## src/rtl/deser_pkg.sv

```systemverilog
package deser_pkg;
    localparam int LANE_W = 2;

    typedef enum logic {
        RATE_DOUBLE = 1'b0,
        RATE_SINGLE = 1'b1
    } rate_e;
endpackage

```

## src/rtl/deser_slip_qual.sv

```systemverilog
module deser_slip_qual #(
    parameter int SYNC_STAGES = 2
) (
    input  logic clk,
    input  logic rst_n,
    input  logic en_i,
    input  logic req_i,
    output logic slip_o
);
    localparam int CHAIN_W = SYNC_STAGES + 2;

    typedef struct packed {
        logic [CHAIN_W-1:0] chain;
    } state_t;

    state_t st_d, st_q;

    always_comb begin
        st_d = st_q;
        if (en_i) begin
            st_d.chain = {st_q.chain[CHAIN_W-2:0], req_i};
        end
    end

    // synchronized level seen on two consecutive clocks, first time only
    assign slip_o = en_i
                  & st_q.chain[SYNC_STAGES-1]
                  & st_q.chain[SYNC_STAGES]
                  & ~st_q.chain[SYNC_STAGES+1];

    always_ff @(posedge clk or negedge rst_n) begin
        if (!rst_n) begin
            st_q <= '0;
        end else begin
            st_q <= st_d;
        end
    end
endmodule

```

## src/rtl/deser_lane_pick.sv

```systemverilog
module deser_lane_pick
    import deser_pkg::*;
(
    input  logic              lane_sel_i,
    input  logic [LANE_W-1:0] lane_a_i,
    input  logic [LANE_W-1:0] lane_b_i,
    output logic [LANE_W-1:0] bits_o
);
    always_comb begin
        bits_o = lane_sel_i ? lane_b_i : lane_a_i;
    end
endmodule

```

## src/rtl/deser_pack.sv

```systemverilog
module deser_pack
    import deser_pkg::*;
#(
    parameter int WORD_W = 8
) (
    input  logic              clk,
    input  logic              rst_n,
    input  logic              en_i,
    input  rate_e             rate_i,
    input  logic              slip_i,
    input  logic [LANE_W-1:0] bits_i,
    output logic [WORD_W-1:0] par_o,
    output logic              stb_o
);
    localparam int CNT_W = (WORD_W > 1) ? $clog2(WORD_W) : 1;
    localparam logic [CNT_W-1:0] LAST_POS = CNT_W'(WORD_W - 1);

    typedef struct packed {
        logic [WORD_W-1:0] acc;
        logic [CNT_W-1:0]  cnt;
        logic [WORD_W-1:0] par;
        logic              stb;
    } state_t;

    state_t            st_d, st_q;
    logic [1:0]        take_n;
    logic [LANE_W-1:0] seq;

    // how many bits enter this cycle and in which order
    always_comb begin
        take_n = 2'd0;
        seq    = '0;
        if (rate_i == RATE_DOUBLE) begin
            if (slip_i) begin
                take_n = 2'd1;
                seq[0] = bits_i[1];
            end else begin
                take_n = 2'd2;
                seq    = bits_i;
            end
        end else begin
            take_n = slip_i ? 2'd0 : 2'd1;
            seq[0] = bits_i[0];
        end
    end

    always_comb begin
        st_d     = st_q;
        st_d.stb = 1'b0;
        if (en_i) begin
            for (int i = 0; i < LANE_W; i++) begin
                if (i < int'(take_n)) begin
                    st_d.acc[st_d.cnt] = seq[i];
                    if (st_d.cnt == LAST_POS) begin
                        st_d.par = st_d.acc;
                        st_d.stb = 1'b1;
                        st_d.cnt = '0;
                    end else begin
                        st_d.cnt = st_d.cnt + 1'b1;
                    end
                end
            end
        end
    end

    always_ff @(posedge clk or negedge rst_n) begin
        if (!rst_n) begin
            st_q <= '0;
        end else begin
            st_q <= st_d;
        end
    end

    assign par_o = st_q.par;
    assign stb_o = st_q.stb;
endmodule

```

## src/rtl/deser_bitslip.sv

```systemverilog
module deser_bitslip
    import deser_pkg::*;
#(
    parameter int WORD_W      = 8,
    parameter int SYNC_STAGES = 2
) (
    input  logic              clk,
    input  logic              rst_n,
    input  logic              clk_en,
    input  logic              rate_sel,
    input  logic              lane_sel,
    input  logic [LANE_W-1:0] ser_a,
    input  logic [LANE_W-1:0] ser_b,
    input  logic              slip_req,
    output logic [WORD_W-1:0] par_q,
    output logic              word_stb
);
    logic              slip_now;
    logic [LANE_W-1:0] lane_bits;
    rate_e             rate;

    assign rate = rate_e'(rate_sel);

    deser_slip_qual #(
        .SYNC_STAGES (SYNC_STAGES)
    ) u_slip (
        .clk    (clk),
        .rst_n  (rst_n),
        .en_i   (clk_en),
        .req_i  (slip_req),
        .slip_o (slip_now)
    );

    deser_lane_pick u_pick (
        .lane_sel_i (lane_sel),
        .lane_a_i   (ser_a),
        .lane_b_i   (ser_b),
        .bits_o     (lane_bits)
    );

    deser_pack #(
        .WORD_W (WORD_W)
    ) u_pack (
        .clk    (clk),
        .rst_n  (rst_n),
        .en_i   (clk_en),
        .rate_i (rate),
        .slip_i (slip_now),
        .bits_i (lane_bits),
        .par_o  (par_q),
        .stb_o  (word_stb)
    );
endmodule

```

## config.mk

```make
export PLATFORM = sky130hd
export DESIGN_NAME = deser_bitslip
export DESIGN_NICKNAME = d
export VERILOG_FILES = /design/src/rtl/deser_pkg.sv /design/src/rtl/deser_slip_qual.sv /design/src/rtl/deser_lane_pick.sv /design/src/rtl/deser_pack.sv /design/src/rtl/deser_bitslip.sv
export SDC_FILE = /design/constraint.sdc
export NUM_CORES = 1
export LEC_CHECK = 0
export ABC_AREA = 1
export BUFFER_PORTS_ARGS = -buffer_cell sky130_fd_sc_hd__clkbuf_2
export CORE_MARGIN = 2
export CORE_UTILIZATION = 60
export DETAILED_ROUTE_END_ITERATION = 8
export PLACE_DENSITY = 0.91
export RECOVER_POWER = 50
export SYNTH_ARGS = -nofsm -noshare
export SYNTH_HDL_FRONTEND = slang
export SYNTH_SLANG_ARGS = --single-unit
```

## constraint.sdc

```tcl
create_clock -name clk -period 2.4 [get_ports clk]
set_input_delay 0.24 -clock clk [delete_from_list [all_inputs] [get_ports clk]]
set_output_delay 0.24 -clock clk [all_outputs]
set_load 0.1 [all_outputs]
```

==> impl_metrics.py, run 1 <==
metrics = {
    "cells_and_area": {
        "final.fill_count": 326,
        "non_filler_instance_count_after_layout": 419,
        "insertedDiodeCount": 0,
        "area_occupied_by_registers_um2": 601,
        "layout_commonest_cell": "nand2_1",
        "area.growth.synth_to_final_pct": 5.80,
        "multiInputGateArea_mm2": 0.00131,
        "finish.instance_area_mm2": 0.00230,
        "drive_gt1_frac": 0.118,
        "fin_nets": 389,
        "most-common-layout-cells": "145 x nand2_1, 70 x nand3_1, 38 x inv_1",
    },
    "worst_setup_path": {
        "critical_path.max_fanout": 14,
        "worst-endpoint-required_ns": 2.63,
        "critPathLaunchType": "register",
        "cp-end-kind": "register",
        "critPathArrivalTime_ns": 2.45,
        "timing.setup.critical_path_class": "reg2reg",
    },
    "route": {
        "drtIter0Drc": 249,
        "postRouteWirelength_mm": 5.32,
        "vias_per_cell": 5.54,
        "post-route-drc-count": 0,
        "drtAntennaViolNets": 0,
        "vias": 2321,
        "routed_wire_length_per_instance_um": 12.7,
        "drt-pass1-iter-count": 5,
    },
    "status": {
        "status": "finished, final reports clean",
    },
    "pwr": {
        "power.total_mw": 2.76,
        "power_leakage_nw": 1.27,
        "cellPowerDensity_mw_per_mm2": 1200,
        "max-vdd-ir-drop_v": 0.000558,
    },
    "global_route": {
        "antenna_violations_before_repair": 0,
        "overflow": 0,
        "grt_pass1_wl_mm": 9.26,
        "grt_max_degree": 28,
        "first_global_vias": 2131,
        "gr-usage-all-layers": 0.280,
    },
    "yosys": {
        "yosys.area.top_type_share": 0.276,
        "ys_seq_area_frac": 0.276,
        "netlist_instances": 362,
        "ys_seq_elements": 24,
        "synth_area_per_cell_um2": 6.01,
        "post_synth_instance_area_mm2": 0.00218,
        "netlist_top_cells_area": "dfrtp_1 28%, nand2_1 25%, nand3_1 16%, inv_1 6.4%, nor2_1 3.8%",
        "synthDistinctLibCells": 26,
        "synthesis.nets": 376,
        "yosys_warnings": 0,
        "yosysTopAreaCell": "dfrtp_1",
    },
    "timing": {
        "slew_viol_final": 0,
        "max_slew.worst_pin.slew_ns": 1.30,
        "timing.max_slew.rel_slack": 0.130,
        "fin_worst_skew_ns": 0.00135,
        "setup-tns-final_ns": 0,
        "period_share": 0.926,
        "timing.final.crit_period_ns": 2.22,
        "clock.fmax_ghz": 0.450,
        "rsz0062_at_grt": "false",
        "setup_viol_count_final": 0,
        "hold_violations": 0,
    },
    "placed_design": {
        "place.detailed.instances": 415,
        "placement.io_buffers": 18,
        "post-dp-hpwl_mm": 3.74,
        "dpl_cell_area_mm2": 0.00226,
        "gp_routability_congestion": 0.976,
    },
    "clock_network": {
        "cts_tree": "done",
        "cts_buffer_depth": 2,
        "clk-insertion-delay-late_ns": 0.32,
        "cts_inserted_buffers": 3,
        "cts.clk_slew.worst_paths_ns": 0.13,
        "htree_num_levels": 1,
        "clk_root_buffer_cell": "clkbuf_4",
        "post_cts.repair.setup_buffers": 0,
        "clock_sinks": 24,
    },
    "floorplan": {
        "die_area_mm2": 0.00413,
        "row_count": 21,
        "floorplan.core_area_mm2": 0.00342,
        "die_height_um": 64.2,
        "pin_count": 19,
        "initial_cell_density_of_the_core": 0.637,
        "die_width_um": 64.2,
    },
    "min_path": {
        "hp-class": "in2reg",
    },
    "run": {
        "drv_cap": 0,
    },
}
-- area by class of cell --
type | count | area share
sequential | 24 | 0.261
timing repair buffer | 27 | 0.0684
tap | 46 | 0.0250
inverter | 41 | 0.0690
clock buffer | 3 | 0.00978
multi-input combinational | 278 | 0.567
-- per-layer routing --
| metal | GRT usage | part of all wire | vias up |
|---|---|---|---|
| met3 | 0.0370 | 0.069 | 15 |
| met5 | 0 | 0 | - |
| met4 | 0.141 | 0.021 | 0 |
| met1 | 0.362 | 0.44 | 1029 |
| met2 | 0.456 | 0.47 | 96 |
| li1 | - | - | 1181 |
-- stage by stage --
step,util,hold WS (ns),setup slack (ns)
3_5_place_dp,0.662,0.280,0.147
3_3_place_gp,0.662,0.273,0.224
4_1_cts,0.671,0.101,0.108
6_report,0.674,0.104,0.177
5_1_grt,0.674,0.110,0.000303
2_1_floorplan,-,-0.0556,0.298
-- logic make-up after synthesis --
kind of cell	share of synthesized area
buffers and inverters	0.129
flip-flops	0.276
AND/OR/NAND/NOR	0.528
AO/OA/AOI/OAI	0.0443
adder cells (fa/ha/maj)	0.0230
-- synthesized netlist by cell type (all sizes together) --
| cell | number |
|---|---|
| dfrtp | 24 |
| nand4 | 8 |
| a21oi | 3 |
| nand3 | 72 |
| nor2 | 24 |
| inv | 41 |
| nor3 | 7 |
| o21ai | 8 |
| ha | 4 |
| clkbuf | 5 |
| buf | 14 |
| nand2 | 149 |
| o22ai | 3 |
-- power breakdown --
part           internal [mW]  total (mW)  switching (mW)
logic                  0.529        1.91            1.38
clock network         0.0590       0.181           0.122
registers              0.543       0.676           0.133
-- worst max-delay path: stages, from the launching register on --
cell and delay [ns]:
dfrtp_1 0.37, nand2_1 0.18, inv_4 0.11, nand3_4 0.18, nand2_1 0.18, o21ai_4 0.12, ha_1 0.19, inv_1 0.10
nor2_4 0.07, a21oi_4 0.32, nand2_1 0.09, nand2_1 0.07, nor2_1 0.04, nand2_1 0.05, nand2_1 0.04
-- sequential cells by signal, indices dropped and copies added (netlist names) --
signal and cells:
u_pack.st_q 11, u_slip.st_q 4, u_pack.par_o 8, u_pack.stb_o 1
-- final timing paths --
check	start	endpoint	slack (ns)	depth (start not counted)
min in group asynchronous	rst_n	u_pack.stb_o	0.71	2
min	slip_req	u_slip.st_q[0]	0.10	3
min reg2reg	u_slip.st_q[0]	u_slip.st_q[0]	0.49	2
max in group asynchronous	rst_n	u_pack.st_q[12]	0.93	2
max	u_slip.st_q[2]	u_pack.par_o[3]	0.18	14
max reg2reg	u_slip.st_q[2]	u_pack.par_o[3]	0.18	14
-- repair_timing --
item                                    CTS  global route
hold buffers                              1             0
hold endpoints to repair                 24             0
gates resized for setup                   0             5
endpoints found under the setup margin    0             8
Power figures use the tool's default switching activity.
==> run 2, diff against run 1 <==
--- a/config.mk
+++ b/config.mk
@@ -8,9 +8,9 @@
 export ABC_AREA = 1
 export BUFFER_PORTS_ARGS = -buffer_cell sky130_fd_sc_hd__clkbuf_2
 export CORE_MARGIN = 2
-export CORE_UTILIZATION = 60
+export CORE_UTILIZATION = 39
 export DETAILED_ROUTE_END_ITERATION = 8
-export PLACE_DENSITY = 0.91
+export PLACE_DENSITY = 0.67
 export RECOVER_POWER = 50
 export SYNTH_ARGS = -nofsm -noshare
 export SYNTH_HDL_FRONTEND = slang
==> constraint.sdc (replaced) <==
create_clock -name clk -period 2.4 [get_ports clk]
set_input_delay 0.48 -clock clk [delete_from_list [all_inputs] [get_ports clk]]
set_output_delay 0.48 -clock clk [all_outputs]
set_load 0.1 [all_outputs]
==> run 2 against run 1 <==
  * Cell area grew 3.3%
  * Cell count grew 7.2%
  * Clock skew is 0.00053 ns higher
  * Routed wire length increased by 8.3%
  * Via count unchanged
  * Critical path depth grew 1
  * Global-route usage decreased by 7.3 points
  * Worst hold slack gained 0.30 ns
  * Worst setup slack gained 0.064 ns
  * Clock-buffer cell count up 1
  * Non-clock buffer count is 3 higher
  * Sequential power grew 0.9%
==> impl_metrics.py, run 2 (same netlist as run 1, synthesis figures left out) <==
metrics = {
    "status": {
        "status": "finished, final reports clean",
    },
    "global_route": {
        "grt_pass1_wl_mm": 10.2,
        "grt_max_degree": 28,
        "first_global_vias": 2123,
        "overflow": 0,
        "gr-usage-all-layers": 0.206,
        "antenna_violations_before_repair": 0,
    },
    "route": {
        "drtAntennaViolNets": 0,
        "routed_wire_length_per_instance_um": 12.8,
        "drtIter0Drc": 208,
        "post-route-drc-count": 0,
        "vias_per_cell": 5.17,
        "postRouteWirelength_mm": 5.76,
        "vias": 2321,
        "drt-pass1-iter-count": 4,
    },
    "timing": {
        "max_slew.worst_pin.slew_ns": 1.35,
        "slew_viol_final": 0,
        "clock.fmax_ghz": 0.463,
        "rsz0062_at_grt": "false",
        "setup_viol_count_final": 0,
        "final.hold.worst_slack_ns": 0.400,
        "fin_worst_skew_ns": 0.00188,
        "setup-tns-final_ns": 0,
        "hold_violations": 0,
        "period_share": 0.900,
        "timing.max_slew.rel_slack": 0.102,
        "timing.final.crit_period_ns": 2.16,
    },
    "worst_setup_path": {
        "critPathArrivalTime_ns": 2.38,
        "cp-end-kind": "register",
        "r2r_start": "u_pack.st_q[9]",
        "critical_path.max_fanout": 8,
        "critPathLaunch": "u_pack.st_q[9]",
        "critPathLaunchType": "register",
        "worst-endpoint-required_ns": 2.62,
        "critical_path.cell_chain": "ha_1 > ha_1 > nor2_1 > nand2_1 > o21ai_4 > ha_1 > inv_1 > nor2_2 > a21oi_2 > buf_4 > nand2_1 > nand2_1 > nor2_1 > nand2_1 > nand2_1",
        "critical_path.max_stage_delay_ns": 0.39,
        "timing.critical_path.max_delay_family": "simple AND/OR/NAND/NOR gates",
        "timing.setup.critical_path_class": "reg2reg",
        "worst_path_max_delay_cell": "dfrtp_1",
        "critical_path_buf_inv_count": 2,
        "critical_path.most_common_cell": "nand2_1",
    },
    "floorplan": {
        "die_area_mm2": 0.00620,
        "die_height_um": 78.7,
        "initial_cell_density_of_the_core": 0.400,
        "die_width_um": 78.7,
        "row_count": 27,
        "pin_count": 19,
        "floorplan.core_area_mm2": 0.00544,
    },
    "cells_and_area": {
        "insertedDiodeCount": 0,
        "fin_nets": 392,
        "largest_register_ff_count": 11,
        "area.growth.synth_to_final_pct": 9.25,
        "most-common-layout-cells": "144 x nand2_1, 70 x nand3_1, 37 x inv_1",
        "layout_commonest_cell": "nand2_1",
        "final.fill_count": 579,
        "registers.top_by_ff_count": "u_pack.st_q",
        "drive_gt1_frac": 0.133,
    },
    "pwr": {
        "cellPowerDensity_mw_per_mm2": 1210,
        "max-vdd-ir-drop_v": 0.000608,
        "power_leakage_nw": 1.30,
    },
    "placed_design": {
        "placement.io_buffers": 18,
        "post-dp-hpwl_mm": 4.09,
        "gp_routability_congestion": 0.900,
    },
    "clock_network": {
        "clk-insertion-delay-late_ns": 0.28,
        "cts.clk_slew.worst_paths_ns": 0.09,
        "clock_sinks": 24,
        "cts_tree": "done",
        "clk_root_buffer_cell": "clkbuf_8",
        "ctsHoldBuffers": 0,
        "htree_num_levels": 1,
        "cts_buffer_depth": 2,
        "cts_inserted_buffers": 3,
    },
    "run": {
        "drv_cap": 0,
    },
    "min_path": {
        "hold_path.startpoint": "slip_req",
        "hp-class": "in2reg",
    },
}
[run 2: cell types whose count changed in the layout (fill, tap and decap cells not counted), sizes merged]
cell,previous run,this run
dlygate4sd3,1,0
buf,8,12
clkbuf,21,22
[run 2: worst min-delay path: stages]
cell	delay [ns]
clkbuf_2	0.07
nand2_1	0.04
nand2_1	0.05
[run 2: repair_timing]
action,in CTS,in global routing
setup endpoints to repair,0,5
setup buffers,0,0
resized for setup,0,1
[run 2: stage by stage]
step | power (mW) | cell area [µm²] | utilization | std cells | worst slack (ns)
6_report | 2.87 | 2380 | 0.437 | 449 | 0.241
3_5_place_dp | 2.57 | 2320 | 0.427 | 445 | 0.180
5_1_grt | 3.16 | 2380 | 0.437 | 449 | 0.0183
4_1_cts | 2.88 | 2380 | 0.437 | 449 | 0.156
2_1_floorplan | 2.26 | 2180 | - | 362 | 0.241
3_3_place_gp | 2.54 | 2320 | 0.427 | 445 | 0.246
[run 2: cell type report]
cell class | count | area [µm²] | share of cell area
Timing Repair Buffer | 30 | 178 | 0.0747
Sequential cell | 24 | 601 | 0.252
Clock buffer | 4 | 55.1 | 0.0231
Inverter | 41 | 156 | 0.0658
Multi-Input combinational cell | 278 | 1300 | 0.546
Tap cell | 72 | 90.1 | 0.0379
[run 2: layer usage]
layer  wire (µm)  vias to the layer above  GRT usage
met2        2640                       85      0.336
li1            -                     1177          -
met4          46                        0     0.0684
met3         401                        6     0.0341
met5           0                        -          0
met1        2670                     1053      0.278
[run 2: path summary, 6_finish.rpt]
kind                            depth (start not counted)              end  slack, ns
worst max register to register                         15  u_pack.par_o[1]       0.24
worst min register to register                          2   u_slip.st_q[0]       0.48
worst max-delay path                                   15  u_pack.par_o[1]       0.24
min in group asynchronous                               1     u_pack.stb_o       0.48
worst min-delay path                                    3   u_slip.st_q[0]       0.40
max in group asynchronous                               1  u_pack.par_o[0]       1.12
[run 2: where the power goes]
part           internal (mW)  switching, mW
Sequential             0.544          0.138
Clock                  0.147          0.145
Combinational          0.537           1.36
Total                   1.23           1.65
==> run 3, diff against run 2 <==
--- a/config.mk
+++ b/config.mk
@@ -10,7 +10,7 @@
 export CORE_MARGIN = 2
 export CORE_UTILIZATION = 39
 export DETAILED_ROUTE_END_ITERATION = 8
-export PLACE_DENSITY = 0.67
+export PLACE_DENSITY = 0.54
 export RECOVER_POWER = 50
 export SYNTH_ARGS = -nofsm -noshare
 export SYNTH_HDL_FRONTEND = slang
==> run 3 against run 2 <==
  * Combinational power up 2%
  * Register-to-register slack improved by 0.04 ns
  * First-iteration DRC count shrank 36%
  * Via count shrank 3.5%
  * Critical path depth did not move
  * Utilization grew 0.46 points
  * Sequential power shrank 3%
  * Flip-flop and latch count stayed put
  * Worst setup slack improved by 0.045 ns
  * Cell area increased by 1.1%
  * Worst hold slack got worse by 0.0078 ns
==> impl_metrics.py, run 3 (same netlist as run 1, synthesis figures left out) <==
metrics = {
    "status": {
        "status": "finished, final reports clean",
    },
    "floorplan": {
        "die_height_um": 78.7,
        "pin_count": 19,
        "initial_cell_density_of_the_core": 0.400,
        "row_count": 27,
        "die_width_um": 78.7,
        "floorplan.core_area_mm2": 0.00544,
        "die_area_mm2": 0.00620,
    },
    "placed_design": {
        "post-place-ws_ns": 0.153,
        "post-dp-hpwl_mm": 4.22,
        "placement.io_buffers": 18,
        "gp_routability_congestion": 0.917,
        "place.detailed.instances": 448,
        "dpl_cell_area_mm2": 0.00235,
    },
    "pwr": {
        "power.total_mw": 2.90,
        "power_leakage_nw": 1.31,
        "cellPowerDensity_mw_per_mm2": 1210,
        "max-vdd-ir-drop_v": 0.000619,
    },
    "timing": {
        "slew_viol_final": 0,
        "max_slew.worst_pin.slew_ns": 1.38,
        "setup_ws_ns": 0.286,
        "clock.fmax_ghz": 0.473,
        "timing.final.crit_period_ns": 2.11,
        "rsz0062_at_grt": "false",
        "fin_worst_skew_ns": 0.00268,
        "final.hold.worst_slack_ns": 0.392,
        "setup-tns-final_ns": 0,
        "setup_viol_count_final": 0,
        "period_share": 0.881,
        "timing.max_slew.rel_slack": 0.0825,
        "hold_violations": 0,
    },
    "worst_setup_path": {
        "timing.rr.end": "u_pack.par_o[7]",
        "r2r_start": "u_pack.st_q[9]",
        "setup.worst_path.end": "u_pack.par_o[7]",
        "timing.setup.critical_path_class": "reg2reg",
        "cp-end-kind": "register",
        "reg2reg_slack_ns": 0.29,
        "worst-endpoint-required_ns": 2.62,
        "critPathArrivalTime_ns": 2.34,
        "reg2reg_depth": 15,
        "critical_path.max_fanout": 8,
        "critPathLaunchType": "register",
        "critPathLaunch": "u_pack.st_q[9]",
    },
    "route": {
        "drt-pass1-iter-count": 4,
        "vias": 2240,
        "post-route-drc-count": 0,
        "routed_wire_length_per_instance_um": 13.0,
        "drtAntennaViolNets": 0,
        "vias_per_cell": 4.96,
        "drtIter0Drc": 133,
        "postRouteWirelength_mm": 5.86,
    },
    "global_route": {
        "groute.layer.met3.usage": 0.0250,
        "grt_max_degree": 28,
        "grt_use_met2": 0.362,
        "use_met1": 0.290,
        "gr-usage-all-layers": 0.214,
        "antenna_violations_before_repair": 0,
        "grt_pass1_wl_mm": 10.6,
        "first_global_vias": 2168,
        "grt-busiest-layer": "met2",
        "overflow": 0,
    },
    "cells_and_area": {
        "drive_gt1_frac": 0.139,
        "fin_nets": 395,
        "non_filler_instance_count_after_layout": 452,
        "most-common-layout-cells": "144 x nand2_1, 70 x nand3_1, 37 x inv_1",
        "insertedDiodeCount": 0,
        "final_util": 0.442,
        "registers.top_by_ff_count": "u_pack.st_q",
        "area.growth.synth_to_final_pct": 10.4,
        "finish.instance_area_mm2": 0.00240,
        "layout_commonest_cell": "nand2_1",
        "largest_register_ff_count": 11,
    },
    "clock_network": {
        "clk_root_buffer_cell": "clkbuf_8",
        "clk-insertion-delay-late_ns": 0.28,
        "cts_inserted_buffers": 3,
        "cts_buffer_depth": 2,
        "post_cts.repair.setup_buffers": 0,
        "clock_sinks": 24,
        "cts_tree": "done",
        "cts.clk_slew.worst_paths_ns": 0.10,
        "htree_num_levels": 1,
    },
    "min_path": {
        "hold_path.startpoint": "slip_req",
        "hp-class": "in2reg",
    },
    "run": {
        "drv_cap": 0,
    },
}
run 3: cell count changes in the layout (fill, tap and decap cells not counted):
cell,delta
buf_4,+3
inv_4,+1
inv_2,-1
run 3: power by group:
part | switching (mW) | total [mW] | internal, mW | leakage, nW
registers | 0.120 | 0.664 | 0.545 | 0.300
logic | 1.38 | 1.94 | 0.553 | 0.986
clock network | 0.154 | 0.301 | 0.147 | 0.0288
total | 1.66 | 2.90 | 1.24 | 1.31
run 3: timing repair:
action                                  CTS  global route
hold buffers                              0             0
gates resized for setup                   0             2
endpoints found under the setup margin    0             3
run 3: layer usage:
layer	vias to the layer above	wire length, µm	part of all wire
met5	-	0	0
met4	0	78	0.013
met3	8	294	0.050
met2	54	2700	0.46
met1	994	2790	0.48
li1	1184	-	-
run 3: critical path: stages (launching register included):
cell     delay (ns)
dfrtp_1        0.39
ha_1           0.23
ha_1           0.18
nor2_1         0.14
nand2_1        0.11
o21ai_4        0.07
ha_1           0.15
inv_1          0.04
nor2_2         0.13
buf_4          0.14
nand2_4        0.07
nand2_4        0.14
nor2_1         0.06
nor2_1         0.09
nand2_1        0.06
nand2_1        0.05
run 3: how the worst min path moves through the flow:
stage | endpoint | slack, ns | cells after the start
2_1_floorplan | u_pack.par_o[0] | 0.18 | 0
3_3_place_gp | u_slip.st_q[0] | 0.46 | 2
3_5_place_dp | u_slip.st_q[0] | 0.46 | 2
4_1_cts | u_pack.stb_o | 0.23 | 1
5_1_grt | u_slip.st_q[0] | 0.42 | 3
6_report | u_slip.st_q[0] | 0.39 | 3
run 3: cell type report:
type / count / area [µm²]
fillers: 595 / 3040
multi-input cells: 278 / 1300
flip-flops and latches: 24 / 601
repair buffers: 33 / 200
inverters: 41 / 159
well taps: 72 / 90.1
clock buffers: 4 / 55.1
